$ cat src/rtl/asm_pkg.sv
// Shared constants and types for the serial converter interface model.
// Assumes a fixed 16-slot frame; resolution is a parameter of the users.
package asm_pkg;
    localparam int FRAME_SLOTS  = 16;
    localparam int NAP_PULSES   = 2;
    localparam int SLEEP_PULSES = 4;
    localparam int PCNT_W       = $clog2(SLEEP_PULSES + 1);

    typedef enum logic [1:0] {
        PWR_RUN   = 2'd0,
        PWR_NAP   = 2'd1,
        PWR_SLEEP = 2'd2
    } pwr_state_t;
endpackage

$ cat src/rtl/asm_power_ctrl.sv
// Counts strobes seen since the last serial clock rise and derives the
// low-power state, the frame start/cancel decisions and reference readiness.
// Assumes simultaneous strobe and clock rises: the clock clears first.
module asm_power_ctrl #(
    parameter int SETTLE_W = 8
) (
    input  logic                clk,
    input  logic                rst_n,
    input  logic                conv_rise,
    input  logic                sck_rise,
    input  logic [SETTLE_W-1:0] settle_len,
    output logic                start,
    output logic                cancel,
    output logic                nap,
    output logic                sleep,
    output logic                ref_ready
);
    import asm_pkg::*;

    logic [PCNT_W-1:0]   pcnt_q, base, pcnt_n;
    pwr_state_t          state_q, state_n;
    logic [SETTLE_W-1:0] settle_q;

    // Strobe count after this cycle's events, and frame decisions.
    always_comb begin
        base   = sck_rise ? '0 : pcnt_q;
        pcnt_n = base;
        if (conv_rise && (base < PCNT_W'(SLEEP_PULSES)))
            pcnt_n = base + PCNT_W'(1);
        start  = conv_rise && (base == '0);
        cancel = conv_rise && (base != '0);
    end

    // Next power state from the updated strobe count.
    always_comb begin
        state_n = sck_rise ? PWR_RUN : state_q;
        if (conv_rise) begin
            if (pcnt_n >= PCNT_W'(SLEEP_PULSES))    state_n = PWR_SLEEP;
            else if (pcnt_n >= PCNT_W'(NAP_PULSES)) state_n = PWR_NAP;
        end
    end

    // Register count, state and the post-sleep settling timer.
    always_ff @(posedge clk) begin
        if (!rst_n) begin
            pcnt_q   <= '0;
            state_q  <= PWR_RUN;
            settle_q <= '0;
        end else begin
            pcnt_q  <= pcnt_n;
            state_q <= state_n;
            if (sck_rise && (state_q == PWR_SLEEP))
                settle_q <= settle_len;
            else if (settle_q != '0)
                settle_q <= settle_q - SETTLE_W'(1);
        end
    end

    assign nap       = (state_q == PWR_NAP);
    assign sleep     = (state_q == PWR_SLEEP);
    assign ref_ready = (state_q != PWR_SLEEP) && (settle_q == '0);
endmodule

$ cat config.mk
export PLATFORM = sky130hd
export DESIGN_NAME = asm_power_ctrl
export DESIGN_NICKNAME = d
export VERILOG_FILES = /design/src/rtl/asm_pkg.sv /design/src/rtl/asm_power_ctrl.sv
export SDC_FILE = /design/constraint.sdc
export NUM_CORES = 1
export LEC_CHECK = 0
export BUFFER_PORTS_ARGS = -buffer_cell sky130_fd_sc_hd__buf_2
export CAP_MARGIN = 20
export CORE_MARGIN = 2
export CORE_UTILIZATION = 32
export DETAILED_ROUTE_END_ITERATION = 8
export PLACE_DENSITY = 0.62
export SYNTH_ARGS = -nofsm -noshare
export SYNTH_HDL_FRONTEND = slang
export SYNTH_SLANG_ARGS = --single-unit
export TNS_END_PERCENT = 30
$ cat constraint.sdc
create_clock -name clk -period 2.2 [get_ports clk]
set_input_delay 0.11 -clock clk [delete_from_list [all_inputs] [get_ports clk]]
set_output_delay 0.11 -clock clk [all_outputs]
set_load 0.01 [all_outputs]
Word level (Yosys, flattened, before mapping)

Cells that the tools add are included.

Flip-flop bits (word level): 13
Input port bits: 12
Output and inout bits: 5
Word-level logic and storage cells: 29

Add/subtract/negate cells: 2
Magnitude comparators: 3
Eq/ne operators: 3
Multiplexer cells: 8
Reductions and logical operators: 10

Operators by type and width:

| kind                                                                                 | number |
|---|---|
| 8-bit two-way mux                                                                    | 2 |
| 8-bit zero test                                                                      | 1 |
| 2-bit two-way mux                                                                    | 4 |
| 8-bit nonzero test                                                                   | 1 |
| 8-bit by 1-bit subtractor with 8-bit output (second input constant)                  | 1 |
| 3-bit two-way mux                                                                    | 2 |
| 1-bit logical AND                                                                    | 5 |
| 3-bit by 1-bit adder with 3-bit output (second input constant)                       | 1 |
| 3-bit by 2-bit greater-or-equal comparator with 1-bit output (second input constant) | 1 |
| 3-bit greater-or-equal comparator (second input constant)                            | 1 |
| 3-bit zero test                                                                      | 1 |
| 3-bit less-than comparator (second input constant)                                   | 1 |
| 3-bit nonzero test                                                                   | 1 |
| 2-bit by 1-bit == test with 1-bit output (second input constant)                     | 1 |
| 2-bit == test (second input constant)                                                | 1 |
| 2-bit != test (second input constant)                                                | 1 |
| 2-bit nonzero test                                                                   | 1 |

Logic depth before layout (Yosys ltp)

Gate-level depths: netlist of the first run.

Depth in word-level cells: 8
Mapped depth: 7
Gate-level depth less buffers: 6

Worst setup path before layout of the first run

No wires, ideal clock.

Kind: register to register
From: register settle_q[4]
To: register settle_q[1]
Library setup time: 0.075 ns
Arrival time: 1.727 ns
Required time: 2.125 ns
Setup slack: 0.398 ns
Cell stages (with the launch flop): 6
Path buffers: 1
Clock period less this slack: 1.802 ns
Cell sequence: dfxtp_1 > or4_4 > or3_1 > buf_6 > mux2_4 > o22ai_2

Word-level cells in the longest chain between the ends: 2

RTL lines:

| what                         | line                 | source |
|---|---|---|
| from (decl)                  | asm_power_ctrl.sv:22 | `logic [SETTLE_W-1:0] settle_q;` |
| from (signal assigned)       | asm_power_ctrl.sv:53 | `settle_q <= settle_len;` |
| from (signal assigned)       | asm_power_ctrl.sv:55 | `settle_q <= settle_q - SETTLE_W'(1);` |
| 8-bit nonzero test           | asm_power_ctrl.sv:54 | `else if (settle_q != '0)` |
| 2-bit nonzero test (no line) | --                   |  |

Every way passes these cells.
A chain may end at the register's enable or synchronous reset.

Final worst setup path of the first run

From: register settle_q[3]
To: output ref_ready

Word-level cells in the longest chain between the ends: 2

RTL lines:

| what              | line                 | source |
|---|---|---|
| 8-bit zero test   | asm_power_ctrl.sv:61 | `assign ref_ready = (state_q != PWR_SLEEP) && (settle_q == '0);` |
| 1-bit logical AND | asm_power_ctrl.sv:61 |  |
| to (decl)         | asm_power_ctrl.sv:16 | `output logic ref_ready` |

Every way passes these cells.

==> metrics.md, run 1 <==
| Metric | Value |
|---|---|
| CP startpoint kind | `flip-flop` |
| Final WS setup | `0.182 ns` |
| CTS tree | `built` |
| Syn avg cell area | `8.32 sq um` |
| Synth Register Bits | `13` |
| Nets@finish | `about 130` |
| Register area share after synthesis | `34.4%` |
| RSZ-0062 raised after global routing | `false` |
| PortBufs | `16` |
| Crit Path Category | `flip-flop to primary output` |
| CP Max Fanout | `7` |
| Root Driver | `clkbuf_4` |
| Switching share of total power | `35.7%` |
| Post-synth top area cell | `dfxtp_1` |
| Die height | `52.6 um` |
| Layout Cells excl Fill | `about 140` |
| # Post-CTS Setup Buffers | `0` |
| Arrival @ worst endpoint | `1.91 ns` |
| DR WL/cell | `11.6 um` |
| Final period utilization | `roughly nine tenths` |
| Hold_sp | `settle_len[7]` |
| Antenna diode count | `0` |
| Max-slew violations | `0` |
| Worst r2r path cells | `4` |
| Post-CTS resize count | `0` |
| Vias in the first global route | `638` |
| GR Util met2 | `22.9%` |
| Worst reg2reg path startpoint | `settle_q[3]` |
| NetSw | `~330 uW` |
| Synth-to-layout area growth | `16.2%` |
| Max VDD drop | `between 0.0004 and 0.0005 V` |
| Cell count after placement | `132` |
| Final Critical Period | `2.02 ns` |
| Remaining antenna violation count after routing | `0` |
| PwrDens | `approximately 1100 nW/um^2` |
| Initial antenna violation count | `0` |
| Initial Utilization | `33.9%` |
| Reg2Reg Setup Slack | `0.29 ns` |
| Synth top area cells | `dfxtp_1 (34%), ha_1 (6.6%), o21ai_0 (5.3%), a21boi_0 (5.0%), nand2_1 (5.0%)` |
| Crit-path cells | `or4_4, or3_1, nor2_1, buf_2` |
| Worst slack, placed | `0.306 ns` |
| Share of layout cells above drive strength 1 | `21.3%` |
| Status | `completed` |
| Pint | `roughly 600 uW` |
| Number of remaining DRC errors | `0` |
| GPL Wtd Cong | `0.785` |
| Total negative slack | `0 ns` |
| Die Width | `about 53 um` |
| Drt pass-1 iters | `4` |
| Synth unique cells | `29` |
| GRT met1 Usage | `15.8%` |
| Ports | `17` |
| Final wirelength | `1580 um` |
| Comb pwr share | `46.0%` |
| Total core area | `2230 sq um` |
| Slowest stage delay, CP | `0.54 ns` |
| Slowest CP cell | `or4_4` |
| Skew final | `0.0108 ns` |
| Gate Count Post-Synth | `91` |
| Syn nets | `107` |
| CP endpoint kind | `primary output` |
| Final setup fails | `0` |
| Sink Count | `13` |
| Slew headroom | `73.8%` |
| Commonest non-fill, non-tap cell in the layout | `buf_2` |
| CTS H-tree depth | `1` |
| WP buf/inv | `1` |
| Worst-Skew Late Latency | `0.28 ns` |
| Fmax | `0.496 GHz` |
| HPWL after DPL | `1170 um` |
| R2R Path End | `settle_q[1]` |
| Die Area | `2770 sq um` |
| Met3 Use GR | `5.14%` |
| Hold depth | `3` |
| Hold Path Sink | `settle_q[7]` |
| Grt ovf | `0` |
| Vias per std cell | `about 5` |
| Post-Syn Area | `757 sq um` |
| Least-Margin Pin Slew | `between 0.3 and 0.4 ns` |
| Largest delay share family, worst path | `simple AND/OR/NAND/NOR gates` |
| Critical path required time | `2.09 ns` |
| # rows | `17` |
| Pleak | `between 0.0004 and 0.0005 uW` |
| Yosys warns | `0` |
| First-pass GRT wire length | `2700 um` |
| Gr usage total | `13.2%` |
| TritonCTS Buffers | `3` |
| Fillers | `233` |
| Vias post-DR | `~680` |
| Sequential power share | `roughly 38%` |
| Most frequent cells in the layout | `buf_2 (16), dfxtp_1 (13), nand2_1 (10)` |
| Top cell type's share of synthesized area | `between 30% and 40%` |
| Number of max-cap violations | `0` |
| Hold_buf cts | `0` |
| Largest net degree at the start of global routing | `16` |
| Hold Vio Cnt, Final | `0` |
| Clock Power Share | `16.3%` |
| Worst min path class | `input port to flip-flop` |
| Initial DRC count | `10` |
| Most Crowded Layer GR | `met2` |
| Clock transition at path regs | `0.07 ns` |
| Buffer depth of the longest clock path | `2` |
[synthesized netlist by cell type (all sizes together)]
| cell | n |
|---|---|
| nand3 | 4 |
| ha | 4 |
| o21ai | 8 |
| a21oi | 1 |
| or2b | 2 |
| nand2 | 10 |
| or3b | 1 |
| or3 | 1 |
| nor2b | 4 |
| or4 | 2 |
| o22ai | 5 |
| mux2 | 1 |
| nand2b | 3 |
| clkbuf | 2 |
| and3 | 2 |
| mux2i | 2 |
| xor2 | 1 |
| dfxtp | 13 |
| nor2 | 4 |
| buf | 1 |
| o31ai | 1 |
| inv | 6 |
| nor3 | 1 |
| a31oi | 3 |
| a21boi | 5 |
| nor4 | 1 |
| xnor2 | 3 |
[registers in the layout, indices dropped and copies added, names as in the netlist]
signal and count:
pcnt_q 3, settle_q 8, state_q 2
[how the worst max path moves through the flow]
stage / slack [ns] / end / cells after the start / startpoint
6_report: 0.18 / ref_ready / 4 / settle_q[3]
5_1_grt: 0.09 / ref_ready / 4 / settle_q[4]
4_1_cts: 0.16 / ref_ready / 4 / settle_q[4]
3_5_place_dp: 0.31 / settle_q[1] / 4 / settle_q[4]
3_3_place_gp: 0.34 / settle_q[1] / 4 / settle_q[4]
2_1_floorplan: 0.40 / settle_q[1] / 5 / settle_q[4]
[worst min-delay path: cells and delay by family]
| family | cells | cell delay, ns |
|---|---|---|
| compound gates | 1 | 0.06 |
| simple gates | 1 | 0.04 |
| buf+inv | 1 | 0.10 |
[layer usage]
layer,vias up,routed length [um]
met5,-,0
met4,0,0
met3,0,75
met2,14,809
met1,308,699
li1,355,-
[through the flow]
step	total power, uW	hold slack (ns)	utilization (%)	cell area, sq um
3_5_place_dp	786	0.376	38.2	853
3_3_place_gp	775	0.372	38.2	853
2_1_floorplan	720	0.248	-	757
6_report	930	0.0877	39.4	880
5_1_grt	1010	0.0891	39.4	880
4_1_cts	938	0.0821	39.4	880
[area by class of cell]
cell class	count	area (sq um)	share of cell area (%)
multi-input cells	69	455	51.8
flip-flops and latches	13	260	29.6
repair buffers	16	80.1	9.10
well taps	28	35.0	3.98
clock buffers	4	26.3	2.99
inverters	6	22.5	2.56
[power groups by stage]
stage | combinational, uW | clock, uW | sequential, uW
after floorplan | 381 | 0 | 339
after global placement | 425 | 0 | 350
after detailed placement | 431 | 0 | 355
after CTS | 434 | 155 | 350
after global routing | 488 | 164 | 362
final | 427 | 151 | 351
[logic make-up (layout without fill, tap and decap cells)]
logic type      Yosys count  count (layout)  synth area share (%)
mux                       3               3                  4.63
buf+inv                   9              26                  5.45
compound gates           23              23                  19.3
simple gates             35              35                  25.0
flops                    13              13                  34.4
fa+ha+maj                 4               4                  6.61
xor+xnor                  4               4                  4.63
(Power assumes the default switching activity.)
==> run 2: changes to the inputs <==
- CELL_PAD_IN_SITES_DETAIL_PLACEMENT: not set -> 0
- CELL_PAD_IN_SITES_GLOBAL_PLACEMENT: not set -> 1
- PLACE_DENSITY: 0.62 -> 0.76
- SETUP_SLACK_MARGIN: not set -> 0.4
==> run 2 against run 1 <==
Effect of this change: clock power barely moved; sequential cell count did not move; critical path type unchanged; design area rose by 3.0%; combinational power rose by 14%; final cell count rose by 1.5%; clock skew fell by 0.0071 ns; via count rose by 3.8%; largest cell class unchanged; routed wire length rose by 0.76%; critical path depth did not move.
==> metrics.md, run 2 (same netlist as run 1, synthesis figures left out) <==
| Metric | Value |
|---|---|
| Vias post-DR | `703 (+3.8%)` |
| Largest net degree at the start of global routing | `16 (unchanged)` |
| Clock transition at path regs | `0.08 ns (about the same)` |
| Number of remaining DRC errors | `0 (unchanged)` |
| Ports | `17 (unchanged)` |
| Final wirelength | `1600 um (+0.76%)` |
| Switching share of total power | `35.3% (-0.41 points)` |
| Reg with most FFs | `settle_q` |
| Worst min path class | `input port to flip-flop` |
| Final period utilization | `84.0% (-7.7 points)` |
| Final setup fails | `0 (unchanged)` |
| Status | `completed` |
| Die Width | `52.6 um (unchanged)` |
| Sequential power share | `35.8% (-2.0 points)` |
| Max VDD drop | `0.000438 V (-9.1%)` |
| Least-Margin Pin Slew | `0.396 ns (+0.00368 ns)` |
| Nets@finish | `127 (+1.6%)` |
| Gr usage total | `12.5% (-0.68 points)` |
| Comb pwr share | `49.1% (+3.1 points)` |
| Pint | `644 uW (+7.7%)` |
| Crit Path Category | `flip-flop to primary output` |
| Pleak | `0.000415 uW (+2.5%)` |
| Total negative slack | `0 ns (unchanged)` |
| Hold Vio Cnt, Final | `0 (unchanged)` |
| Number of max-cap violations | `0 (unchanged)` |
| Share of layout cells above drive strength 1 | `28.2% (+6.9 points)` |
| Clock Power Share | `15.1% (-1.2 points)` |
| Hold depth | `3 (unchanged)` |
| HPWL after DPL | `1170 um (-0.11%)` |
| Total power | `995 uW (+7.0%)` |
| Commonest non-fill, non-tap cell in the layout | `buf_2` |
| Remaining antenna violation count after routing | `0 (unchanged)` |
| CP startpoint kind | `flip-flop` |
| Antenna diode count | `0 (unchanged)` |
| PortBufs | `16 (unchanged)` |
| Critical path required time | `2.09 ns (about the same)` |
| CTS H-tree depth | `1 (unchanged)` |
| Most frequent cells in the layout | `buf_2 (16), nand2_1 (10), dfxtp_1 (10)` |
| DR WL/cell | `11.6 um (-0.70%)` |
| Vias per std cell | `5.09 (+2.3%)` |
| Die Area | `2770 sq um (unchanged)` |
| Vias in the first global route | `622 (-2.5%)` |
| Sink Count | `13 (unchanged)` |
| Worst-Skew Late Latency | `0.28 ns (about the same)` |
| Grt ovf | `0 (unchanged)` |
| TritonCTS Buffers | `3 (unchanged)` |
| Fmax | `0.541 GHz (+9.2%)` |
| Worst r2r path cells | `6 (+2)` |
| Hold_buf cts | `0 (unchanged)` |
| # rows | `17 (unchanged)` |
| First-pass GRT wire length | `2460 um (-8.7%)` |
| Buffer depth of the longest clock path | `2 (unchanged)` |
| Root Driver | `clkbuf_4` |
| Drt pass-1 iters | `4 (unchanged)` |
| Initial antenna violation count | `0 (unchanged)` |
| Final Critical Period | `1.85 ns (-0.170 ns)` |
| GPL Wtd Cong | `0.754 (-4.0%)` |
| Arrival @ worst endpoint | `1.74 ns (-0.17 ns)` |
| CP Max Fanout | `4 (-3)` |
| RSZ-0062 raised after global routing | `true` |
| Skew final | `0.00365 ns (-0.00712 ns)` |
| Slew headroom | `73.5% (-0.25 points)` |
| Largest regs | `settle_q (8), pcnt_q (3), state_q (2)` |
| CP endpoint kind | `primary output` |
| CTS tree | `built` |
| Total core area | `2230 sq um (unchanged)` |
| Die height | `52.6 um (unchanged)` |
| Max FFs per register | `8 (unchanged)` |
| Max-slew violations | `0 (unchanged)` |
| Initial Utilization | `33.9% (unchanged)` |
| Synth-to-layout area growth | `19.7%` |
| PwrDens | `1100 nW/um^2 (+3.9%)` |
| NetSw | `351 uW (+5.8%)` |
| Initial DRC count | `5 (-5)` |
-- run 2: final timing paths --
| check | slack, ns | endpoint | from |
|---|---|---|---|
| max | 0.35 | ref_ready | settle_q[3] |
| min | 0.08 | settle_q[0] | settle_len[0] |
| max reg2reg | 0.35 | settle_q[5] | settle_q[3] |
| min reg2reg | 0.51 | settle_q[4] | settle_q[4] |
-- run 2: worst max-delay path, cell delays in order, from the launching register on --
cell	delay (ns)
dfxtp_2	0.33
or4_4	0.53
or3_4	0.37
nor2_2	0.09
buf_2	0.13
-- run 2: layout make-up --
type	instances	area [sq um]
well taps	28	35.0
clock buffers	4	26.3
inverters	6	22.5
flip-flops and latches	13	264
multi-input cells	69	463
repair buffers	18	95.1
fillers	257	1330
-- run 2: routing by layer --
metal	wire length (um)	GRT usage, %	up-vias	share of wire (%)
met4	22	5.13	0	1.4
li1	-	-	356	-
met1	678	12.2	330	42
met5	0	0	-	0
met3	66	4.29	4	4.1
met2	828	23.5	13	52
-- run 2: power by group through the flow --
stage	Clock (uW)	Combinational, uW	Sequential [uW]
2_1_floorplan	0	381	339
3_3_place_gp	0	428	350
3_5_place_dp	0	439	354
4_1_cts	154	495	350
5_1_grt	168	534	364
6_report	150	488	356
-- run 2: timing repair --
action,in CTS,in global routing
setup buffers,2,0
hold endpoints to repair,0,0
pin swaps,1,1
setup endpoints to repair,2,8
cloned,0,0
gates resized for setup,3,3
-- run 2: per-stage QoR --
step | worst slack, ns | cells | hold WS (ns) | utilization [%] | area [sq um]
2_1_floorplan | 0.437 | 91 | 0.248 | - | 757
3_3_place_gp | 0.371 | 132 | 0.371 | 38.2 | 853
3_5_place_dp | 0.332 | 132 | 0.379 | 38.2 | 853
4_1_cts | 0.298 | 138 | 0.0788 | 40.4 | 903
5_1_grt | 0.310 | 138 | 0.0769 | 40.6 | 906
6_report | 0.352 | 138 | 0.0829 | 40.6 | 906
==> run 3: changes to the inputs <==
- PLACE_DENSITY: 0.76 -> 0.79
- clock period: 2.2 -> 1.7 ns (I/O delays scaled with it)
==> run 3 against run 2 <==
Effect of this change: the run now ends with negative setup slack left; via count up 4.4%; sequential share of layout area shrank 3.3 points; critical path depth increased by 1; register-to-register slack lost 0.51 ns; sequential cell count stayed put; die area did not move; critical path type unchanged.
==> metrics.md, run 3 (same netlist as run 1, synthesis figures left out) <==
| Metric | Value |
|---|---|
| Status | `complete, but fails checks` |
| Failing checks | `negative setup slack` |
| Clock Power Share | `12.6% (-2.5 points)` |
| Max FFs per register | `8 (unchanged)` |
| Remaining antenna violation count after routing | `0 (unchanged)` |
| Final period utilization | `111%` |
| Arrival @ worst endpoint | `1.80 ns (+0.06 ns)` |
| Clock transition at path regs | `0.08 ns (about the same)` |
| Worst min path class | `input port to flip-flop` |
| Pint | `1020 uW (+58%)` |
| Sink Count | `13 (unchanged)` |
| CP Max Fanout | `2 (-2)` |
| Max VDD drop | `0.000696 V (+59%)` |
| Final Critical Period | `1.89 ns` |
| Total negative slack | `-0.665 ns (-0.665 ns)` |
| Antenna diode count | `0 (unchanged)` |
| Sequential power share | `28.1% (-7.7 points)` |
| TritonCTS Buffers | `3 (unchanged)` |
| Skew final | `0.00455 ns (+0.000899 ns)` |
| Pleak | `0.000488 uW (+17%)` |
| Final Util | `46.1% (+5.5 points)` |
| Crit Path Category | `flip-flop to primary output` |
| RSZ-0062 raised after global routing | `true` |
| Largest net degree at the start of global routing | `16 (unchanged)` |
| CP endpoint kind | `primary output` |
| WP buf/inv | `2 (+1)` |
| Largest regs | `settle_q (8), pcnt_q (3), state_q (2)` |
| Comb pwr share | `59.3% (+10 points)` |
| Number of remaining DRC errors | `0 (unchanged)` |
| Max-slew violations | `0 (unchanged)` |
| Nets@finish | `137 (+7.9%)` |
| Fillers | `229 (-11%)` |
| Vias in the first global route | `654 (+5.1%)` |
| Switching share of total power | `35.0% (-0.26 points)` |
| Critical path required time | `1.62 ns (-0.47 ns)` |
| Commonest non-fill, non-tap cell in the layout | `buf_2` |
| CTS H-tree depth | `1 (unchanged)` |
| Grt ovf | `0 (unchanged)` |
| Die height | `52.6 um (unchanged)` |
| Slowest CP cell | `or4_4` |
| Most frequent cells in the layout | `buf_2 (16), buf_4 (11), nand2_1 (10)` |
| Initial Utilization | `33.9% (unchanged)` |
| Hold Vio Cnt, Final | `0 (unchanged)` |
| Die Width | `52.6 um (unchanged)` |
| Reg with most FFs | `settle_q` |
| Final wirelength | `1820 um (+14%)` |
| Initial antenna violation count | `0 (unchanged)` |
| Vias post-DR | `734 (+4.4%)` |
| Fmax | `roughly 0.53 GHz` |
| Largest delay share family, worst path | `simple AND/OR/NAND/NOR gates` |
| NetSw | `548 uW (+56%)` |
| CTS tree | `built` |
| DR WL/cell | `12.3 um (+6.3%)` |
| Gr usage total | `13.7% (+1.2 points)` |
| # rows | `17 (unchanged)` |
| HPWL after DPL | `1170 um (-0.31%)` |
| Least-Margin Pin Slew | `0.413 ns (+0.0168 ns)` |
| PortBufs | `16 (unchanged)` |
| Vias per std cell | `4.96 (-2.6%)` |
| Drt pass-1 iters | `4 (unchanged)` |
| Root Driver | `clkbuf_4` |
| Worst-Skew Late Latency | `0.28 ns (about the same)` |
| Number of max-cap violations | `0 (unchanged)` |
| Ports | `17 (unchanged)` |
| Share of layout cells above drive strength 1 | `40.8% (+13 points)` |
| First-pass GRT wire length | `2730 um (+11%)` |
| GPL Wtd Cong | `0.760 (+0.74%)` |
| Slew headroom | `72.4% (-1.1 points)` |
| Initial DRC count | `15 (+10)` |
| Synth-to-layout area growth | `36.0%` |
| Crit-path cells | `or4_4, or3_4, buf_6, nor2_2, buf_2` |
| CP startpoint kind | `flip-flop` |
| Final setup fails | `8 (+8)` |
| PwrDens | `1520 nW/um^2 (+39%)` |
| Total core area | `2230 sq um (unchanged)` |
| Die Area | `2770 sq um (unchanged)` |
| Slowest stage delay, CP | `0.53 ns (about the same)` |
| Final WS setup | `-0.187 ns (-0.539 ns)` |
| Buffer depth of the longest clock path | `2 (unchanged)` |
==> run 3: per-layer routing <==
| layer | share of wire [%] | wire [um] | global-route usage (%) | up-vias |
|---|---|---|---|---|
| met5 | 0 | 0 | 0 | - |
| met4 | 0.66 | 12 | 3.85 | 0 |
| met3 | 4.5 | 82 | 6.00 | 2 |
| met2 | 52 | 948 | 23.1 | 18 |
| met1 | 43 | 777 | 15.6 | 339 |
| li1 | - | - | - | 375 |
==> run 3: path summary, 6_finish.rpt <==
path / endpoint / slack, ns / cells after the start / start
worst max-delay path: ref_ready / -0.19 / 5 / settle_q[6]
worst min-delay path: settle_q[5] / 0.05 / 3 / settle_len[5]
worst max register to register: settle_q[1] / -0.16 / 5 / settle_q[6]
worst min register to register: settle_q[3] / 0.51 / 2 / settle_q[3]
==> run 3: area by class of cell <==
class / instances / area, sq um / share of cell area (%)
Clock buffer: 4 / 26.3 / 2.55
Timing Repair Buffer: 28 / 174 / 16.9
Tap cell: 28 / 35.0 / 3.40
Inverter: 6 / 22.5 / 2.19
Multi-Input combinational cell: 69 / 505 / 49.1
Sequential cell: 13 / 267 / 25.9
==> run 3: through the flow <==
stage | std cells | setup WS, ns | hold slack [ns] | area (sq um) | total power, uW
4_1_cts | 147 | -0.243 | 0.0450 | 991 | 1470
2_1_floorplan | 91 | -0.0581 | 0.216 | 759 | 934
5_1_grt | 148 | -0.234 | 0.0438 | 1030 | 1670
3_3_place_gp | 140 | -0.0126 | 0.344 | 916 | 1130
3_5_place_dp | 140 | -0.0325 | 0.357 | 916 | 1140
6_report | 148 | -0.187 | 0.0507 | 1030 | 1570
==> run 3: repair_timing <==
action                                  4_1_cts  5_1_grt
endpoints found under the setup margin       11       12
hold endpoints to repair                      0        0
hold buffers                                  0        0
pin swaps                                     3        3
gates cloned                                  0        0
setup buffers                                 3        1
gates resized for setup                       8        7
==> run 3: tightest hold or removal path: cells and delay by family <==
kind / cells / cell delay [ns]
buf+inv: 1 / 0.10
compound gates: 1 / 0.06
simple gates: 1 / 0.04
==> run 3: power by group through the flow <==
stage                     Combinational (uW)  Sequential [uW]  Clock, uW
final                                    929              441        197
after global routing                    1000              450        218
after CTS                                838              433        203
after detailed placement                 699              437          0
after global placement                   696              435          0
after floorplan                          493              441          0
